**config.mk**
```make
export PLATFORM = sky130hd
export DESIGN_NAME = btb_ras_predictor
export DESIGN_NICKNAME = d
export VERILOG_FILES = /design/src/rtl/bpred_pkg.sv /design/src/rtl/btb_table.sv /design/src/rtl/ras_stack.sv /design/src/rtl/btb_ras_predictor.sv
export SDC_FILE = /design/constraint.sdc
export NUM_CORES = 2
export LEC_CHECK = 0
export BUFFER_PORTS_ARGS = -buffer_cell sky130_fd_sc_hd__clkbuf_2
export CELL_PAD_IN_SITES_DETAIL_PLACEMENT = 0
export CELL_PAD_IN_SITES_GLOBAL_PLACEMENT = 1
export CORE_MARGIN = 2
export CORE_UTILIZATION = 45
export CTS_BUF_LIST = sky130_fd_sc_hd__clkbuf_16
export CTS_CLUSTER_SIZE = 25
export DETAILED_ROUTE_END_ITERATION = 10
export PLACE_DENSITY = 0.63
export SETUP_SLACK_MARGIN = 0.15
export SLEW_MARGIN = 10
export SYNTH_ARGS = -nofsm -noshare
export SYNTH_HDL_FRONTEND = slang
export SYNTH_SLANG_ARGS = --single-unit
export TNS_END_PERCENT = 30
```
**constraint.sdc**
```tcl
create_clock -name clk -period 6.2 [get_ports clk]
set_input_delay 0 -clock clk [delete_from_list [all_inputs] [get_ports clk]]
set_output_delay 0 -clock clk [all_outputs]
set_load 0.03 [all_outputs]
```
**src/rtl/bpred_pkg.sv**
```systemverilog
package bpred_pkg;
  typedef enum logic [1:0] {
    SRC_SEQ = 2'd0,
    SRC_BTB = 2'd1,
    SRC_RAS = 2'd2
  } src_e;
endpackage

```
**src/rtl/btb_table.sv**
```systemverilog
module btb_table #(
  parameter int PC_W    = 32,
  parameter int ENTRIES = 64
) (
  input  logic            clk,
  input  logic            rst_n,
  input  logic [PC_W-3:0] lk_word,
  output logic            lk_hit,
  output logic [PC_W-1:0] lk_target,
  input  logic            wr_en,
  input  logic [PC_W-3:0] wr_word,
  input  logic [PC_W-1:0] wr_target
);
  localparam int IDX_W = $clog2(ENTRIES);
  localparam int TAG_W = PC_W - 2 - IDX_W;

  logic [ENTRIES-1:0] valid_q, valid_d;
  logic [TAG_W-1:0]   tag_q [ENTRIES];
  logic [PC_W-1:0]    tgt_q [ENTRIES];

  logic [IDX_W-1:0] lk_idx, wr_idx;
  logic [TAG_W-1:0] lk_tag, wr_tag;

  assign lk_idx = lk_word[IDX_W-1:0];
  assign lk_tag = lk_word[PC_W-3:IDX_W];
  assign wr_idx = wr_word[IDX_W-1:0];
  assign wr_tag = wr_word[PC_W-3:IDX_W];

  // Lookup sees the state before this cycle's write.
  assign lk_hit    = valid_q[lk_idx] && (tag_q[lk_idx] == lk_tag);
  assign lk_target = tgt_q[lk_idx];

  always_comb begin
    valid_d = valid_q;
    if (wr_en) valid_d[wr_idx] = 1'b1;
  end

  always_ff @(posedge clk or negedge rst_n) begin
    if (!rst_n) valid_q <= '0;
    else        valid_q <= valid_d;
  end

  for (genvar e = 0; e < ENTRIES; e++) begin : g_entry
    logic wr_this;
    assign wr_this = wr_en && (wr_idx == IDX_W'(e));
    always_ff @(posedge clk) begin
      if (wr_this) begin
        tag_q[e] <= wr_tag;
        tgt_q[e] <= wr_target;
      end
    end
  end
endmodule

```
**src/rtl/ras_stack.sv**
```systemverilog
module ras_stack #(
  parameter int PC_W  = 32,
  parameter int DEPTH = 8
) (
  input  logic                       clk,
  input  logic                       rst_n,
  input  logic                       push,
  input  logic [PC_W-1:0]            push_addr,
  input  logic                       pop,
  input  logic                       restore,
  input  logic [$clog2(DEPTH)-1:0]   restore_ptr,
  input  logic [$clog2(DEPTH+1)-1:0] restore_cnt,
  output logic [PC_W-1:0]            top_addr,
  output logic                       empty,
  output logic [$clog2(DEPTH)-1:0]   ptr_o,
  output logic [$clog2(DEPTH+1)-1:0] cnt_o
);
  localparam int PTR_W = $clog2(DEPTH);
  localparam int CNT_W = $clog2(DEPTH+1);
  localparam logic [CNT_W-1:0] FULL = CNT_W'(DEPTH);

  logic [PC_W-1:0]  mem_q [DEPTH];
  logic [PTR_W-1:0] ptr_q, ptr_d;
  logic [CNT_W-1:0] cnt_q, cnt_d;
  logic             do_pop, do_push;

  assign empty    = (cnt_q == '0);
  assign top_addr = mem_q[ptr_q - PTR_W'(1)];
  assign ptr_o    = ptr_q;
  assign cnt_o    = cnt_q;
  assign do_pop   = pop && !empty && !restore;
  assign do_push  = push && !pop && !restore;

  always_comb begin
    ptr_d = ptr_q;
    cnt_d = cnt_q;
    if (restore) begin
      ptr_d = restore_ptr;
      cnt_d = (restore_cnt > FULL) ? FULL : restore_cnt;
    end else if (do_pop) begin
      ptr_d = ptr_q - PTR_W'(1);
      cnt_d = cnt_q - CNT_W'(1);
    end else if (do_push) begin
      ptr_d = ptr_q + PTR_W'(1);
      if (cnt_q != FULL) cnt_d = cnt_q + CNT_W'(1);
    end
  end

  always_ff @(posedge clk or negedge rst_n) begin
    if (!rst_n) begin
      ptr_q <= '0;
      cnt_q <= '0;
    end else begin
      ptr_q <= ptr_d;
      cnt_q <= cnt_d;
    end
  end

  for (genvar s = 0; s < DEPTH; s++) begin : g_slot
    logic wr_this;
    assign wr_this = do_push && (ptr_q == PTR_W'(s));
    always_ff @(posedge clk) begin
      if (wr_this) mem_q[s] <= push_addr;
    end
  end
endmodule

```
**src/rtl/btb_ras_predictor.sv**
```systemverilog
module btb_ras_predictor #(
  parameter int PC_W        = 32,
  parameter int BTB_ENTRIES = 64,
  parameter int RAS_DEPTH   = 8,
  localparam int PTR_W      = $clog2(RAS_DEPTH),
  localparam int CNT_W      = $clog2(RAS_DEPTH+1)
) (
  input  logic             clk,
  input  logic             rst_n,
  input  logic             fetch_valid,
  input  logic [PC_W-1:0]  fetch_pc,
  input  logic             pred_taken,
  input  logic             is_call,
  input  logic             is_ret,
  input  logic             upd_valid,
  input  logic [PC_W-1:0]  upd_pc,
  input  logic [PC_W-1:0]  upd_target,
  input  logic             flush,
  input  logic [PTR_W-1:0] flush_ptr,
  input  logic [CNT_W-1:0] flush_cnt,
  output logic [PC_W-1:0]  next_pc,
  output logic [1:0]       pred_src,
  output logic [PTR_W-1:0] ras_ptr,
  output logic [CNT_W-1:0] ras_cnt
);
  import bpred_pkg::*;

  logic            hit;
  logic [PC_W-1:0] hit_target, seq_pc, ras_top;
  logic            ras_empty, ret_act, call_act;
  src_e            src;

  assign seq_pc   = fetch_pc + PC_W'(4);
  assign ret_act  = fetch_valid && is_ret;
  assign call_act = fetch_valid && is_call && !is_ret;

  btb_table #(.PC_W(PC_W), .ENTRIES(BTB_ENTRIES)) u_btb (
    .clk       (clk),
    .rst_n     (rst_n),
    .lk_word   (fetch_pc[PC_W-1:2]),
    .lk_hit    (hit),
    .lk_target (hit_target),
    .wr_en     (upd_valid),
    .wr_word   (upd_pc[PC_W-1:2]),
    .wr_target (upd_target)
  );

  ras_stack #(.PC_W(PC_W), .DEPTH(RAS_DEPTH)) u_ras (
    .clk         (clk),
    .rst_n       (rst_n),
    .push        (call_act),
    .push_addr   (seq_pc),
    .pop         (ret_act),
    .restore     (flush),
    .restore_ptr (flush_ptr),
    .restore_cnt (flush_cnt),
    .top_addr    (ras_top),
    .empty       (ras_empty),
    .ptr_o       (ras_ptr),
    .cnt_o       (ras_cnt)
  );

  // Return stack first, then taken target-cache hit, else sequential.
  always_comb begin
    src     = SRC_SEQ;
    next_pc = seq_pc;
    if (ret_act) begin
      if (!ras_empty) begin
        src     = SRC_RAS;
        next_pc = ras_top;
      end
    end else if (fetch_valid && hit && pred_taken) begin
      src     = SRC_BTB;
      next_pc = hit_target;
    end
  end

  assign pred_src = src;
endmodule

```
==> impl_metrics.py <==
metrics = {
    "global_routing": {
        "grt_pass1_vias": 74300,
        "grt_pass1_wl_mm": 613,
        "grt_overflow": 0,
        "antenna_found_initial": 37,
        "grt_max_degree": 139,
        "grt_util_all_layers_pct": 26.2,
    },
    "job": {
        "max_cap_violations": 0,
    },
    "final_layout": {
        "syn2layout_area_growth_pct": 13.8,
        "fin_util_pct": 51.5,
        "final_nets": 7169,
        "drive_above_1_share_pct": 29.5,
        "final_area_um2": 172000,
    },
    "routing": {
        "avgRoutedWirePerCell_um": 38.1,
        "routed_wl_mm": 449,
        "first_pass_iters": 5,
        "wl_met1_mm": 183,
        "avgViaCountPerCell": 6.39,
        "dr.first_iter.drc_count": 10800,
        "ant_nets": 0,
        "met2_length_mm": 215,
        "drc": 0,
        "vias": 75300,
        "routed-wl-met3_mm": 39.8,
        "highest-signal-layer": "met5",
    },
    "yosys": {
        "synth_edf_count": 3840,
        "syn_area_um2": 151000,
        "ys_types": 74,
        "synth-seq-area-share_pct": 77.5,
        "yosys_most_used_dff": "edfxtp_1",
        "async_flop_share_pct": 1.82,
        "synth_warnings": 0,
        "ys_ff_latch": 3911,
        "synth_cells": 6544,
        "synth_nets": 6666,
        "postSynthAreaPerCell_um2": 23.1,
    },
    "die": {
        "die_w_um": 584,
        "die-area_um2": 341000,
        "die_h_um": 584,
        "start_util_pct": 45.3,
        "coreArea_um2": 334000,
        "rows": 212,
        "io_pins": 152,
    },
    "timing": {
        "worst_pin_slew_ns": 1.41,
        "setup_tns_ns": 0,
        "rsz0062_at_grt": "false",
        "slew_viol_final": 0,
        "fmax_mhz": 173,
        "period_minus_slack_ns": 5.76,
        "hold_viol": 0,
        "holdWs_ns": 0.0472,
        "relSlewSlack_pct": 5.66,
        "clock_skew_ns": 0.0235,
        "timing.final.crit_share_pct": 93.0,
        "setup_viol": 0,
    },
    "power": {
        "p_per_area_nw_per_um2": 328,
        "p_leak_nw": 54.4,
        "peakVddDrop_uv": 214,
    },
    "worst_setup_path": {
        "cp-start-kind": "register",
        "path_max_fanout": 58,
        "criticalPathCategory": "reg2out",
        "arrival_ns": 5.76,
        "crit_required_ns": 6.20,
        "critPathMaxStageDelay_ns": 0.76,
        "crit_path_cell_trace": "mux4_2, mux2_2, a22oi_1, nor2_1, a211oi_1, xor2_1, nand4_1, or4_2, buf_12, or3_1, a31oi_1, clkbuf_2",
        "cp-end-kind": "primary output",
        "slowest_stage": "a211oi_1",
    },
    "outcome": {
        "status": "complete, no violations",
    },
    "clock_network": {
        "cts_hold_buf": 84,
        "cts.sinks": 3911,
        "cts_setup_buffers": 0,
        "clockBufferDepth": 4,
        "insertion_delay_ns": 0.95,
        "cts_tree": "done",
        "h-tree-depth": 5,
        "root_buffer": "clkbuf_16",
        "clkTransAtPathRegs_ns": 0.06,
        "numCtsBuffers": 393,
        "post_cts_resized": 0,
    },
    "placed_design": {
        "dp_hpwl_mm": 234,
        "dpl-instance-area_um2": 158000,
        "io_buffer_count": 149,
        "place.gp.congestion": 0.780,
    },
    "min_path": {
        "hold_path_class": "in2reg",
    },
}
## metrics by stage
stage          total power, W  instances  setup slack, ns
3_5_place_dp           0.0334      10900            0.909
5_1_grt                0.0580      11800            0.288
4_1_cts                0.0568      11800            0.394
2_1_floorplan          0.0320       6544             1.06
3_3_place_gp           0.0333      10900            0.938
6_report               0.0564      11800            0.436
## worst max-delay path, delay by kind of cell, from the launching register on
family | cells | cell delay [ns]
AO/OA/AOI/OAI | 3 | 1.43
XOR/XNOR | 1 | 0.19
buffers and inverters | 2 | 0.50
flip-flops | 1 | 0.38
multiplexers | 2 | 0.76
AND/OR/NAND/NOR | 4 | 1.51
## kinds of logic after synthesis
group	count (synthesis)	share of synthesized area, %
flip-flops	3911	77.5
AO/OA/AOI/OAI	360	1.64
AND/OR/NAND/NOR	523	1.75
multiplexers	1321	17.5
XOR/XNOR	53	0.307
adder cells (fa/ha/maj)	11	0.0960
buffers and inverters	365	1.25
## path summary, 6_finish.rpt
check | start | slack [ns] | depth (start not counted) | end
max | u_btb.tag_q[63][5] | 0.44 | 12 | next_pc[6]
min | upd_pc[20] | 0.05 | 1 | u_btb.tag_q[0][12]
max reg2reg | u_ras.ptr_o[0] | 2.68 | 7 | u_ras.ptr_o[1]
min reg2reg | u_btb.valid_q[20] | 0.46 | 1 | u_btb.valid_q[20]
max in group asynchronous | rst_n | 5.66 | 4 | u_btb.valid_q[34]
min in group asynchronous | rst_n | 0.13 | 4 | u_ras.ptr_o[1]
## power breakdown
part           internal (W)  switching (W)
combinational       0.00137        0.00211
clock                0.0135         0.0101
sequential           0.0293       0.000101
## metal layers
metal,track usage (%),vias up
li1,-,29000
met1,38.1,41900
met2,41.9,3709
met3,4.35,622
met4,5.99,30
met5,0,-
## cell usage after synthesis, drive strengths merged (3+ instances only)
| cell | n | area (µm²) |
|---|---|---|
| nand3 | 47 | 240 |
| buf | 211 | 1310 |
| clkbuf | 139 | 522 |
| a22o | 5 | 43.8 |
| or2 | 75 | 469 |
| o221ai | 8 | 70.1 |
| or3 | 34 | 213 |
| nand2b | 19 | 119 |
| inv | 13 | 48.8 |
| o21ai | 60 | 300 |
| a221o | 3 | 30.0 |
| a31oi | 40 | 250 |
| a211oi | 12 | 95.1 |
| xor2 | 21 | 184 |
| edfxtp | 3840 | 115000 |
| mux2 | 47 | 529 |
| nor4 | 4 | 25.0 |
| ha | 10 | 125 |
| and3 | 12 | 75.1 |
| a221oi | 30 | 269 |
| and2 | 11 | 68.8 |
| dfrtp | 71 | 1780 |
| nand4 | 29 | 181 |
| o221a | 3 | 33.8 |
| a22oi | 84 | 631 |
| nor2b | 14 | 87.6 |
| nor2 | 104 | 393 |
| a32oi | 5 | 43.8 |
| mux2i | 222 | 2220 |
| a21oi | 28 | 144 |
| o31ai | 7 | 66.3 |
| and4 | 3 | 26.3 |
| nor3 | 24 | 125 |
| xnor2 | 32 | 280 |
| or3b | 3 | 26.3 |
| nand3b | 7 | 52.6 |
| nand2 | 132 | 495 |
| mux4 | 1052 | 23700 |
| o211ai | 3 | 22.5 |
| o22ai | 58 | 363 |
## layout by cell type (no fill, tap or decap), types with 58 or more instances in the layout
master         instances
mux4_2              1052
a22oi_1               84
clkinv_2              72
clkbuf_2             137
dlygate4sd3_1         89
dfrtp_1               70
mux2i_1              222
edfxtp_1            3840
inv_1                103
nand2_1              132
nor2_4                61
buf_4                173
o22ai_1               58
or2_2                 70
clkinv_1              79
clkbuf_16            399
## registers in the layout, indices dropped and copies added (netlist names)
signal         cells
u_btb.tag_q     1536
u_btb.tgt_q     2048
u_btb.valid_q     64
u_ras.cnt_o        4
u_ras.mem_q      256
u_ras.ptr_o        3
## cell type report
cell class                      instances  area (µm²)
Timing Repair Buffer                  458        3970
Sequential cell                      3911      117000
Tap cell                             4387        5490
Multi-Input combinational cell       2268       32700
Clock buffer                          399        9980
Clock inverter                        321        2730
Inverter                               15        68.8
Fill cell                           25700      162000
Antenna cell                           12        30.0
(Power assumes the default switching activity.)
